[src/rtl/tlb_pkg.sv]
package tlb_pkg;
    typedef enum logic [1:0] {
        RES_NONE  = 2'd0,
        RES_HIT   = 2'd1,
        RES_MISS  = 2'd2,
        RES_FAULT = 2'd3
    } tlb_res_e;
endpackage

[src/rtl/tlb_cam_match.sv]
module tlb_cam_match #(
    parameter int ENTRIES = 4,
    parameter int VPN_W   = 20,
    parameter int ASID_W  = 8,
    parameter int IDX_W   = 2
) (
    input  logic [ENTRIES-1:0]             vld,
    input  logic [ENTRIES-1:0][VPN_W-1:0]  vpn_tab,
    input  logic [ENTRIES-1:0][ASID_W-1:0] asid_tab,
    input  logic [VPN_W-1:0]               key_vpn,
    input  logic [ASID_W-1:0]              key_asid,
    output logic [ENTRIES-1:0]             hit_vec,
    output logic                           any,
    output logic [IDX_W-1:0]               idx
);
    for (genvar g = 0; g < ENTRIES; g++) begin : g_cmp
        assign hit_vec[g] = vld[g] && (vpn_tab[g] == key_vpn) && (asid_tab[g] == key_asid);
    end

    assign any = |hit_vec;

    always_comb begin
        idx = '0;
        for (int i = 0; i < ENTRIES; i++) begin
            if (hit_vec[i]) idx = idx | IDX_W'(i);
        end
    end
endmodule

[src/rtl/tlb_victim_pick.sv]
module tlb_victim_pick #(
    parameter int ENTRIES = 4,
    parameter int IDX_W   = 2
) (
    input  logic [ENTRIES-1:0] vld,
    input  logic [IDX_W-1:0]   rr,
    output logic [IDX_W-1:0]   victim
);
    always_comb begin
        victim = rr;
        for (int i = ENTRIES - 1; i >= 0; i--) begin
            if (!vld[i]) victim = IDX_W'(i);
        end
    end
endmodule

[src/rtl/tlb_xlate.sv]
module tlb_xlate
    import tlb_pkg::*;
#(
    parameter int VA_W    = 32,
    parameter int PA_W    = 32,
    parameter int OFF_W   = 12,
    parameter int ASID_W  = 8,
    parameter int ENTRIES = 4
) (
    input  logic                  clk,
    input  logic                  rst_n,
    input  logic                  lk_valid,
    input  logic                  lk_write,
    input  logic [VA_W-1:0]       lk_vaddr,
    input  logic [ASID_W-1:0]     lk_asid,
    input  logic                  wr_en,
    input  logic [VA_W-OFF_W-1:0] wr_vpn,
    input  logic [ASID_W-1:0]     wr_asid,
    input  logic [PA_W-OFF_W-1:0] wr_pfn,
    input  logic                  wr_rw,
    output logic                  hit,
    output logic                  miss,
    output logic                  prot_fault,
    output logic [PA_W-1:0]       paddr,
    output logic                  ref_seen,
    output logic                  dirty_seen
);
    localparam int VPN_W = VA_W - OFF_W;
    localparam int PFN_W = PA_W - OFF_W;
    localparam int IDX_W = (ENTRIES > 1) ? $clog2(ENTRIES) : 1;

    typedef struct packed {
        logic              vld;
        logic [VPN_W-1:0]  vpn;
        logic [ASID_W-1:0] asid;
        logic [PFN_W-1:0]  pfn;
        logic              rw;
        logic              ref_b;
        logic              dirty;
    } ent_t;

    typedef struct packed {
        ent_t [ENTRIES-1:0] ent;
        logic [IDX_W-1:0]   rr;
        tlb_res_e           res;
        logic [PA_W-1:0]    pa;
        logic               ref_o;
        logic               dirty_o;
    } st_t;

    st_t st_q, st_d;

    logic [ENTRIES-1:0]             vld_v;
    logic [ENTRIES-1:0][VPN_W-1:0]  vpn_v;
    logic [ENTRIES-1:0][ASID_W-1:0] asid_v;
    logic [ENTRIES-1:0]             hit_vec;
    logic                           any_match;
    logic [IDX_W-1:0]               match_idx;
    logic [IDX_W-1:0]               victim;
    ent_t                           sel;

    for (genvar g = 0; g < ENTRIES; g++) begin : g_tab
        assign vld_v[g]  = st_q.ent[g].vld;
        assign vpn_v[g]  = st_q.ent[g].vpn;
        assign asid_v[g] = st_q.ent[g].asid;
    end

    tlb_cam_match #(
        .ENTRIES(ENTRIES), .VPN_W(VPN_W), .ASID_W(ASID_W), .IDX_W(IDX_W)
    ) u_match (
        .vld      (vld_v),
        .vpn_tab  (vpn_v),
        .asid_tab (asid_v),
        .key_vpn  (lk_vaddr[VA_W-1:OFF_W]),
        .key_asid (lk_asid),
        .hit_vec  (hit_vec),
        .any      (any_match),
        .idx      (match_idx)
    );

    tlb_victim_pick #(
        .ENTRIES(ENTRIES), .IDX_W(IDX_W)
    ) u_victim (
        .vld    (vld_v),
        .rr     (st_q.rr),
        .victim (victim)
    );

    always_comb begin
        st_d         = st_q;
        st_d.res     = RES_NONE;
        st_d.pa      = '0;
        st_d.ref_o   = 1'b0;
        st_d.dirty_o = 1'b0;
        sel          = st_q.ent[match_idx];

        if (lk_valid) begin
            if (any_match) begin
                st_d.ref_o   = sel.ref_b;
                st_d.dirty_o = sel.dirty;
                if (lk_write && !sel.rw) begin
                    st_d.res = RES_FAULT;
                end else begin
                    st_d.res                  = RES_HIT;
                    st_d.pa                   = {sel.pfn, lk_vaddr[OFF_W-1:0]};
                    st_d.ent[match_idx].ref_b = 1'b1;
                    if (lk_write) st_d.ent[match_idx].dirty = 1'b1;
                end
            end else begin
                st_d.res = RES_MISS;
            end
        end

        if (wr_en) begin
            st_d.ent[victim].vld   = 1'b1;
            st_d.ent[victim].vpn   = wr_vpn;
            st_d.ent[victim].asid  = wr_asid;
            st_d.ent[victim].pfn   = wr_pfn;
            st_d.ent[victim].rw    = wr_rw;
            st_d.ent[victim].ref_b = 1'b0;
            st_d.ent[victim].dirty = 1'b0;
            if (&vld_v) begin
                st_d.rr = (st_q.rr == IDX_W'(ENTRIES - 1)) ? '0 : st_q.rr + 1'b1;
            end
        end
    end

    always_ff @(posedge clk or negedge rst_n) begin
        if (!rst_n) begin
            st_q     <= '0;
            st_q.res <= RES_NONE;
        end else begin
            st_q <= st_d;
        end
    end

    assign hit        = (st_q.res == RES_HIT);
    assign miss       = (st_q.res == RES_MISS);
    assign prot_fault = (st_q.res == RES_FAULT);
    assign paddr      = st_q.pa;
    assign ref_seen   = st_q.ref_o;
    assign dirty_seen = st_q.dirty_o;
endmodule

[config.mk]
export PLATFORM = sky130hd
export DESIGN_NAME = tlb_xlate
export DESIGN_NICKNAME = d
export VERILOG_FILES = /design/src/rtl/tlb_pkg.sv /design/src/rtl/tlb_cam_match.sv /design/src/rtl/tlb_victim_pick.sv /design/src/rtl/tlb_xlate.sv
export SDC_FILE = /design/constraint.sdc
export NUM_CORES = 1
export LEC_CHECK = 0
export ABC_CLOCK_PERIOD_IN_PS = 3900
export BUFFER_PORTS_ARGS = -buffer_cell sky130_fd_sc_hd__clkbuf_2
export CAP_MARGIN = 30
export CORE_MARGIN = 2
export CORE_UTILIZATION = 35
export DETAILED_ROUTE_END_ITERATION = 16
export PLACE_DENSITY_LB_ADDON = 0.08
export SYNTH_ARGS = -nofsm -noshare
export SYNTH_HDL_FRONTEND = slang
export SYNTH_SLANG_ARGS = --single-unit
[constraint.sdc]
create_clock -name clk -period 3.9 [get_ports clk]
set_clock_uncertainty 0.1 [all_clocks]
set_input_delay 0.585 -clock clk [delete_from_list [all_inputs] [get_ports clk]]
set_output_delay 0.585 -clock clk [all_outputs]
set_load 0.05 [all_outputs]
; After elaboration in Yosys (flattened, before gate mapping)
; Index checks and enable logic that the tools add are counted.
[word_totals]
register_bits = 246
input_bits = 94
out_inout_bits = 37
elab_cells = 113
[op_classes]
n_addsub = 1
n_lt_le_gt_ge = 4
eq_ne = 12
mux = 48
reduce_logical = 15
[op_table]
columns = op, n
row1 = $bwmux W208, 9
row2 = $demux W52 S2, 9
row3 = $mux W208, 4
row4 = $mux W210, 1
row5 = $bmux W52 S2, 1
row6 = $eq A20 B20 Y1, 4
row7 = $mux W52, 1
row8 = $mux W51, 1
row9 = $mux W23, 2
row10 = $mux W36, 1
row11 = $mux W34, 1
row12 = $eq A8 B8 Y1, 4
row13 = $mux W32, 1
row14 = $mux W31, 1
row15 = $mux W2, 12
row16 = $logic_and A1 B1 Y1, 11
row17 = $eq A2 B2 Y1 const B, 3
row18 = $lt A2 B3 Y1 const B, 2
row19 = $reduce_and A5 Y1, 1
row20 = $ge A2 B1 Y1 const B, 2
row21 = $reduce_and A4 Y1, 1
row22 = $reduce_or A4 Y1, 1
row23 = $mux W1, 3
row24 = $mux W3, 1
row25 = other kinds (3), 3

; Longest topological paths before layout
; Gate-level depths: netlist (run 1).
[depth]
depth_word = 24
ltp_mapped = 11
mapped_depth_nobuf = 7

; Hierarchy
; Synthesis (run 1) repeated with hierarchy kept, for this count alone.
[hier_totals]
hier_cells = 885
area_unflattened_um2 = 11240.8
[modules_own_cells]
columns = module, instances, cells_each, area_per_inst_um2, seq_area_each_um2
row1 = tlb_xlate, 1, 717, 9920.8, 6155.9
row2 = tlb_cam_match, 1, 162, 1286.2, 0.0
row3 = tlb_victim_pick, 1, 6, 33.8, 0.0

; Least setup slack after synthesis (run 1)
; Ideal clock, no wire load.
[synth_path]
path_kind = in2reg
from = input port lk_vaddr[21]
to = register st_q, in the netlist paddr[14]
setup_time_ps = 131
arrival_time_ps = 2584
required_ps = 3669
setup_slack_ps = 1085
cell_stages = 8
path_buffers = 1
path_cell_list = clkbuf_1 > xnor2_1 > nand4_1 > or4_1 > nor2_2 > mux2_2 > a22oi_1 > a211oi_2
[synth_lines]
columns = item, line_no
row1 = "start, declared", tlb_xlate.sv:14  ; input logic [VA_W-1:0] lk_vaddr,
row2 = "end signal, assigned", tlb_xlate.sv:133  ; st_q <= st_d;
row3 = "end, declared", tlb_xlate.sv:51  ; st_t st_q, st_d;

==> reports/metrics.cfg, run 1 <==
[synth]
avgSynthCellArea_sq_um=12.6
synth_nets=1013
synth-seq-cells=246
synthCells=918
async_reset_ff_share_pct=100
synth_area_sq_um=11600
ys_types=50
synth_compound_area_share_pct=6.07
synth-edff-count=0
ys.flop_type=dfrtp_1
synthMuxAreaShare_pct=18.2
yosysSeqAreaShare_pct=53.3
synth-xor-area-share_pct=8.64
yosys.area_share.simple_pct=9.42
synth_adder_area_share_pct=0.108
yosysWarnings=0
synth_top_family_by_area=multiplexers

[power_and_ir_drop]
total_power_mw=10.3
p_per_area_nw_per_um2=757
leakage_nw=5.78
irDropWorstVdd_mv=0.386

[clock_network]
cts_buffers=29
cts-root-buf=clkbuf_16
path_clk_slew_ns=0.06
cts_tree=done
post-cts-setup-buffers=0
clock_path_buffers=3
cts_hold_buf=0
cts.sinks=246
cts_resized=0
htree_levels=1
clk_latency_ns=0.54

[sta]
worstMarginPinSlew_ns=0.805
setup_viol=0
fin_ws_ns=0.783
fmax_mhz=321
slew_headroom_pct=46.3
rsz0062_at_grt=false
finalHoldViolCount=13
hold_ws_ns=-0.0325
finalMaxSlewViolations=0
period_minus_slack_ns=3.12
fin_crit_sh_pct=79.9
final.setup.tns_ns=0

[die]
ios=131
die_w_um=186
dieArea_sq_um=34500
die_height_um=186
core-area_sq_um=32500
start_util_pct=35.5
row_count=66

[setup_path]
slowest_stage=nor4_1
r2r_cells=8
endpoint_kind=flip-flop
rrSetupSlack_ns=0.78
reg2reg_to=paddr[24]
worst_ep_required_time_ns=4.19
path_max_fanout=13
cp.arrival_ns=3.41
cp-start-kind=flip-flop
max_stage_delay_ns=0.55
regToRegStartpoint=st_q[238]
worstPathCellList=xor2_1 > or4_1 > nor4_1 > and3_1 > nor3_2 > buf_4 > a22oi_1 > a211oi_2
critical_path_class=flip-flop to flip-flop

[run_status]
status=finished with violations
violations=negative hold slack

[drt]
drt_first_pass_iters=5
first_iter_violations=386
totalWireLength_um=31000
drc=0
avgViaCountPerCell=4.94
avgRoutedWirePerCell_um=20.9
vias=7343
drtAntennaViolNets=0

[place]
place.detailed.hpwl_um=21200
port_buffers=130
detailedPlace.worstSlack_ns=0.447
globalplace.congestion=0.844

[global_routing]
grt_overflow=0
grt_max_degree=96
antenna_found_initial=0
grt_usage_pct=18.3
grt_pass1_vias=7502
grt_pass1_wl_um=47200

[worst_hold_path]
hold_class=input pin to asynchronous set/reset pin

[finish]
n_fill_cell=3217
syn_to_final_growth_pct=17.3
nets=1118
layout_commonest_cell=dfrtp_1
drive_gt1_share_pct=39.9
num_antenna_cells=0
layout.cells.most_common_list=dfrtp_1, mux2_2, clkbuf_2

[flow_run]
cap_violations=0

-- sequential cells by signal, summed over array words and instances (netlist names) --
| register | cells |
|---|---|
| asid_v | 32 |
| dirty_seen | 1 |
| paddr | 32 |
| ref_seen | 1 |
| st_q | 180 |
-- Yosys cell counts, types with 2 or more instances --
| cell | n | area [sq um] |
|---|---|---|
| o21ai_0 | 11 | 55.1 |
| buf_6 | 3 | 33.8 |
| nor4b_1 | 2 | 17.5 |
| dfrtp_1 | 246 | 6160 |
| xor2_1 | 38 | 333 |
| nand2_1 | 78 | 293 |
| nor3b_1 | 13 | 97.6 |
| xnor2_1 | 76 | 666 |
| nor4_1 | 20 | 125 |
| a22oi_1 | 36 | 270 |
| inv_1 | 9 | 33.8 |
| buf_2 | 11 | 55.1 |
| nor3_2 | 2 | 20.0 |
| and2_1 | 6 | 37.5 |
| clkbuf_1 | 27 | 101 |
| and4_1 | 4 | 35.0 |
| buf_4 | 35 | 263 |
| nor2b_1 | 2 | 12.5 |
| o22ai_1 | 3 | 18.8 |
| a211oi_2 | 17 | 213 |
| nand4_1 | 30 | 188 |
| or2_2 | 3 | 18.8 |
| nand3_1 | 9 | 45.0 |
| nor2_1 | 11 | 41.3 |
| mux2_2 | 187 | 2110 |
| nand2b_1 | 3 | 18.8 |
| a211oi_1 | 4 | 30.0 |
| nor3_1 | 5 | 25.0 |
| or4_1 | 6 | 45.0 |
-- where the power goes --
group / leakage (nW) / internal (mW) / total (mW) / switching, mW
Sequential: 3.00 / 3.63 / 4.25 / 0.617
Combinational: 2.31 / 1.71 / 3.32 / 1.61
Clock: 0.468 / 1.62 / 2.70 / 1.08
-- worst max-delay path by stage --
stage                      start        end  slack, ns  cells past startpoint
floorplan           lk_vaddr[21]  paddr[14]       1.08                      8
global placement    lk_vaddr[19]  paddr[30]       0.49                      9
detailed placement  lk_vaddr[19]  paddr[23]       0.45                      9
CTS                    st_q[238]  paddr[23]       0.80                      8
global route           st_q[238]  paddr[24]       0.64                      8
finish                 st_q[238]  paddr[24]       0.78                      8
-- cell type report --
| cell class | instances | area [sq um] | area share, % |
|---|---|---|---|
| sequential | 246 | 6160 | 45.4 |
| inverter | 9 | 33.8 | 0.249 |
| tap | 442 | 553 | 4.08 |
| clock buffer | 46 | 890 | 6.56 |
| timing repair buffer | 151 | 931 | 6.87 |
| clock inverter | 6 | 61.3 | 0.452 |
| multi-input combinational | 586 | 4930 | 36.4 |
-- metrics by stage --
step | area, sq um | util [%] | std cells
3_3_place_gp | 12600 | 38.7 | 1434
6_report | 13600 | 41.7 | 1486
5_1_grt | 13600 | 41.7 | 1486
4_1_cts | 13600 | 41.7 | 1486
2_1_floorplan | 11600 | - | 918
3_5_place_dp | 12600 | 38.7 | 1434
-- cell families after synthesis --
kind of cell | count (synthesis)
AOI/OAI and AO/OA | 83
muxes | 187
and+or+nand+nor | 201
buffers and inverters | 86
adders and majority gates | 1
DFF | 246
xor gates and xnor gates | 114
-- critical path: cells and delay by family (launching register included) --
| kind | cells | cell delay, ns |
|---|---|---|
| AO/OA/AOI/OAI | 2 | 0.32 |
| XOR/XNOR | 1 | 0.17 |
| AND/OR/NAND/NOR | 4 | 1.72 |
| buffers and inverters | 1 | 0.24 |
| flip-flops | 1 | 0.39 |
-- per-layer routing --
| metal | global-route usage [%] | routed length [um] | vias to the layer above |
|---|---|---|---|
| met5 | 0 | 0 | - |
| met4 | 4.91 | 798 | 0 |
| met3 | 2.60 | 1230 | 44 |
| met2 | 30.1 | 14600 | 174 |
| met1 | 25.3 | 14400 | 3682 |
| li1 | - | - | 3443 |
(Power assumes the default switching activity.)
==> run 2, diff against run 1 <==
Settings changed: ABC_CLOCK_PERIOD_IN_PS 3900 to 2700.
Clock period 3.9 ns to 2.7 ns, I/O delays scaled along.
==> reports/metrics.cfg, run 2 (same netlist as run 1, synthesis figures left out) <==
[run_status]
status=finished with violations
violations=negative setup slack

[finish]
syn_to_final_growth_pct=32.8
drive_gt1_share_pct=49.2
final_util_pct=47.2
layout_commonest_cell=dfrtp_1
stdcell_count=1638
num_antenna_cells=0
largest_reg_flops=180
finalInstanceArea_sq_um=15300
layout.cells.most_common_list=dfrtp_1, mux2_2, clkbuf_2
top_register=st_q
nets=1270

[drt]
avgRoutedWirePerCell_um=20.0
drc=0
totalWireLength_um=32700
drtAntennaViolNets=0
drt_first_pass_iters=4
avgViaCountPerCell=4.83
first_iter_violations=309
vias=7906

[global_routing]
antenna_found_initial=0
grt_pass1_vias=8119
grt_pass1_wl_um=49500
grt_overflow=0
grt_max_degree=64
grt_usage_pct=19.1

[place]
placed_area_sq_um=13500
dp.cells=1540
detailedPlace.worstSlack_ns=-0.637
globalplace.congestion=0.832
port_buffers=130
place.detailed.hpwl_um=22100

[setup_path]
regToRegStartpoint=st_q[238]
cp-start-kind=flip-flop
reg2reg_to=paddr[12]
path_max_fanout=5
cp.arrival_ns=3.08
rrSetupSlack_ns=-0.01
endpoint_kind=flip-flop
crit_start=st_q[238]
critical_path_class=flip-flop to flip-flop
worst_ep_required_time_ns=3.07
r2r_cells=10

[worst_hold_path]
hold_class=input pin to flip-flop
hold_depth=2
hold_path_end=st_q[199]
holdCritStartpoint=wr_pfn[2]

[sta]
finalMaxSlewViolations=0
setup_viol=3
slew_headroom_pct=55.5
fin_crit_sh_pct=101
rsz0062_at_grt=true
worstMarginPinSlew_ns=0.662
fmax_mhz=369
hold_ws_ns=0.0291
finalHoldViolCount=0
fin_ws_ns=-0.0136
period_minus_slack_ns=2.71

[clock_network]
cts-root-buf=clkbuf_16
path_clk_slew_ns=0.06
cts.sinks=246
htree_levels=1
clock_path_buffers=3
cts_tree=done
cts_buffers=29
clk_latency_ns=0.57

[die]
ios=131
start_util_pct=35.5
core-area_sq_um=32500
dieArea_sq_um=34500
die_w_um=186
die_height_um=186
row_count=66

[power_and_ir_drop]
leakage_nw=6.69
irDropWorstVdd_mv=0.615
p_per_area_nw_per_um2=1040

[flow_run]
cap_violations=0

-- run 2: cell types whose count changed in the layout (fill, tap and decap cells not counted), moves of 7 or more --
cell / delta
buf_12: +8
buf_4: +105
dlygate4sd3_1: +30
xnor2_1: -7
xnor2_2: +7
-- run 2: power breakdown --
| group | switching (mW) | total [mW] | leakage [nW] | internal, mW |
|---|---|---|---|---|
| Combinational | 2.58 | 5.73 | 3.19 | 3.15 |
| Sequential | 0.937 | 6.19 | 3.00 | 5.25 |
| Clock | 1.59 | 4.05 | 0.495 | 2.46 |
-- run 2: metal layers --
layer | global-route usage, % | share of wire, % | vias up
met4 | 3.12 | 1.4 | 0
met1 | 25.6 | 46 | 3950
met3 | 2.56 | 3.9 | 33
met5 | 0 | 0 | -
met2 | 33.5 | 49 | 174
li1 | - | - | 3749
-- run 2: worst max-delay path by stage --
stage	endpoint	slack, ns
finish	paddr[12]	-0.01
CTS	paddr[23]	-0.02
detailed placement	paddr[23]	-0.64
global placement	paddr[23]	-0.86
global route	paddr[12]	-0.13
floorplan	paddr[14]	0.06
-- run 2: layout make-up --
type | count | area [sq um]
flip-flops and latches | 246 | 6160
repair buffers | 303 | 2360
clock inverters | 8 | 108
multi-input cells | 586 | 5240
fillers | 3034 | 17200
clock buffers | 44 | 892
well taps | 442 | 553
inverters | 9 | 33.8
-- run 2: timing repair --
action / in CTS / in global routing
hold buffers: 30 / 0
gates cloned: 2 / 2
setup buffers: 7 / 6
pin swaps: 8 / 30
endpoints found under the hold margin: 81 / 0
gates resized for setup: 20 / 48
endpoints found under the setup margin: 43 / 43
-- run 2: worst max-delay path: stages (launching register included) --
cell,delay [ns]
dfrtp_1,0.40
xor2_2,0.16
or4_4,0.55
nor4_4,0.33
and3_4,0.27
buf_6,0.12
nand2b_4,0.20
buf_12,0.15
buf_4,0.10
a22oi_2,0.04
a211oi_2,0.21
-- run 2: metrics by stage --
step | power (mW) | TNS [ns]
2_1_floorplan | 9.46 | 0
3_3_place_gp | 11.6 | -26.75
5_1_grt | 16.9 | -3.04
6_report | 16.0 | -0.0381
4_1_cts | 16.0 | -0.0508
3_5_place_dp | 11.7 | -20.91
==> run 3, diff against run 2 <==
Settings changed: ABC_AREA set to 1, CORE_UTILIZATION 35 to 37.
==> reports/metrics.cfg, run 3 <==
[run_status]
status=complete, no violations

[synth]
synth_common_cells=nand2_1, dfrtp_1, o21ai_0
synth_nets=1674
synth_adder_area_share_pct=0.101
async_reset_ff_share_pct=100
synth_area_sq_um=12400
ys.flop_type=dfrtp_1
synth_top_family_by_area=simple AND/OR/NAND/NOR gates
avgSynthCellArea_sq_um=7.88
yosysWarnings=0
yosysTopAreaCell=dfrtp_1
synth_compound_area_share_pct=14.4
synthCells=1579
synth-xor-area-share_pct=2.46
yosysMostFrequentCell=nand2_1
ys_types=38
synth-seq-cells=246
yosys.area_share.simple_pct=22.8
synth_top_area_share_pct=49.5
synthMuxAreaShare_pct=0.0905
yosysSeqAreaShare_pct=49.5
synth-edff-count=0
ys_top_cells_by_area=dfrtp_1, nand2_1, o21ai_0

[drt]
first_iter_violations=698
avgViaCountPerCell=4.77
totalWireLength_um=39700
drtAntennaViolNets=0
drc=0
drt_first_pass_iters=5
avgRoutedWirePerCell_um=18.1
vias=10500

[finish]
drive_gt1_share_pct=15.9
final_util_pct=44.9
seqCellArea_sq_um=6160
num_antenna_cells=0
n_fill_cell=3455
top_register=st_q
nets=1818
layout.cells.most_common_list=nand2_1, dfrtp_1, o21ai_0
syn_to_final_growth_pct=20.2
largest_reg_flops=180
layout_commonest_cell=nand2_1
multi_input_area_sq_um=4990

[sta]
hold_ws_ns=0.0227
fmax_mhz=397
slew_headroom_pct=59.0
worstMarginPinSlew_ns=0.610
fin_crit_sh_pct=93.3
period_minus_slack_ns=2.52
final.setup.tns_ns=0
finalHoldViolCount=0
finalMaxSlewViolations=0
rsz0062_at_grt=false
setup_viol=0

[global_routing]
grt_most_used_layer=met2
antenna_found_initial=1
use_met1_pct=33.5
grt_pass1_vias=10500
globalRouteMet3Util_pct=4.80
grt_pass1_wl_um=61600
grt_max_degree=70
grt_usage_pct=23.0
grt_overflow=0
grtUsageMet2_pct=35.2

[die]
dieArea_sq_um=35100
start_util_pct=37.4
row_count=67
core-area_sq_um=33300
ios=131
die_w_um=187
die_height_um=187

[power_and_ir_drop]
leakage_nw=7.64
p_per_area_nw_per_um2=981
clkPwrFrac_pct=27.6
power.internal_mw=9.17
switching_share_pct=37.5
seq_power_share_pct=41.5
pwr-share-comb_pct=30.8
irDropWorstVdd_mv=0.528
switchingPower_mw=5.50

[clock_network]
cts_resized=0
htree_levels=1
cts_buffers=29
cts-root-buf=clkbuf_16
cts.sinks=246
path_clk_slew_ns=0.06
clock_path_buffers=3
clk_latency_ns=0.57
cts_tree=done

[setup_path]
worst_ep_required_time_ns=3.02
r2r_cells=11
cp.arrival_ns=2.84
cp-start-kind=flip-flop
rrSetupSlack_ns=0.18
critical_path_class=flip-flop to flip-flop
path_max_fanout=12
endpoint_kind=flip-flop

[worst_hold_path]
hold_depth=3
hold_class=input pin to flip-flop

[flow_run]
cap_violations=0

[place]
place.detailed.hpwl_um=29600
port_buffers=130
globalplace.congestion=1.01

-- run 3: changes by cell type after synthesis, moves of 18 or more --
cell	delta
inv_1	+180
nand3_1	+18
inv_2	+23
nand2_1	+459
a31oi_4	+18
xor2_1	-35
xnor2_1	-44
o21ai_0	+194
mux2_2	-186
nor4_1	-18
nor2_1	+82
-- run 3: per-layer routing --
metal / wire length [um] / up-vias
met5: 0 / -
met4: 712 / 0
met3: 2590 / 43
met2: 17100 / 263
met1: 19200 / 4953
li1: - / 5192
-- run 3: layout make-up --
class	instances	share of cell area, %
sequential	246	41.2
multi-input combinational	1027	33.4
timing repair buffer	204	9.62
clock buffer	46	6.08
inverter	215	5.40
tap	448	3.75
clock inverter	6	0.603
-- run 3: power groups by stage --
stage	Sequential, mW	Clock, mW	Combinational [mW]
after CTS	6.08	4.17	4.50
after global routing	6.26	4.31	5.17
final	6.09	4.05	4.52
after detailed placement	6.12	0	4.45
after global placement	6.12	0	4.40
after floorplan	5.79	0	2.95
-- run 3: repair_timing --
action | in CTS | in global routing
endpoints found under the hold margin | 90 | 0
endpoints found under the setup margin | 0 | 0
hold buffers | 34 | 0
setup buffers | 0 | 0
-- run 3: through the flow --
stage	instance area (sq um)	power [mW]	instances	worst slack (ns)
final	15000	14.7	2192	0.181
after global routing	15000	15.7	2192	0.0961
after CTS	15000	14.7	2192	0.283
after detailed placement	13600	10.6	2106	0.0607
after global placement	13600	10.5	2106	0.0177
after floorplan	12400	8.74	1579	0.586
-- run 3: logic make-up after synthesis --
logic type / count (synthesis)
DFF: 246
adders and majority gates: 1
buffers and inverters: 306
xor gates and xnor gates: 35
and+or+nand+nor: 707
muxes: 1
AOI/OAI and AO/OA: 283
-- run 3: path summary, 6_finish.rpt --
path                       startpoint        end
max                        asid_v[22]  paddr[25]
min reg2reg                  st_q[95]   st_q[95]
max reg2reg                asid_v[22]  paddr[25]
max in group asynchronous       rst_n   st_q[96]
min in group asynchronous       rst_n   st_q[70]
min                        wr_pfn[12]  st_q[157]
-- run 3: critical path, cell delays in order (launching register included) --
cell and delay (ns):
dfrtp_1 0.40, xnor2_1 0.50, nand2_1 0.12, nor2_1 0.10
nand2_1 0.10, nor2_1 0.15, nand2_2 0.11, nand2_1 0.11
nor2_2 0.07, buf_4 0.20, a22oi_1 0.30, a31oi_4 0.12
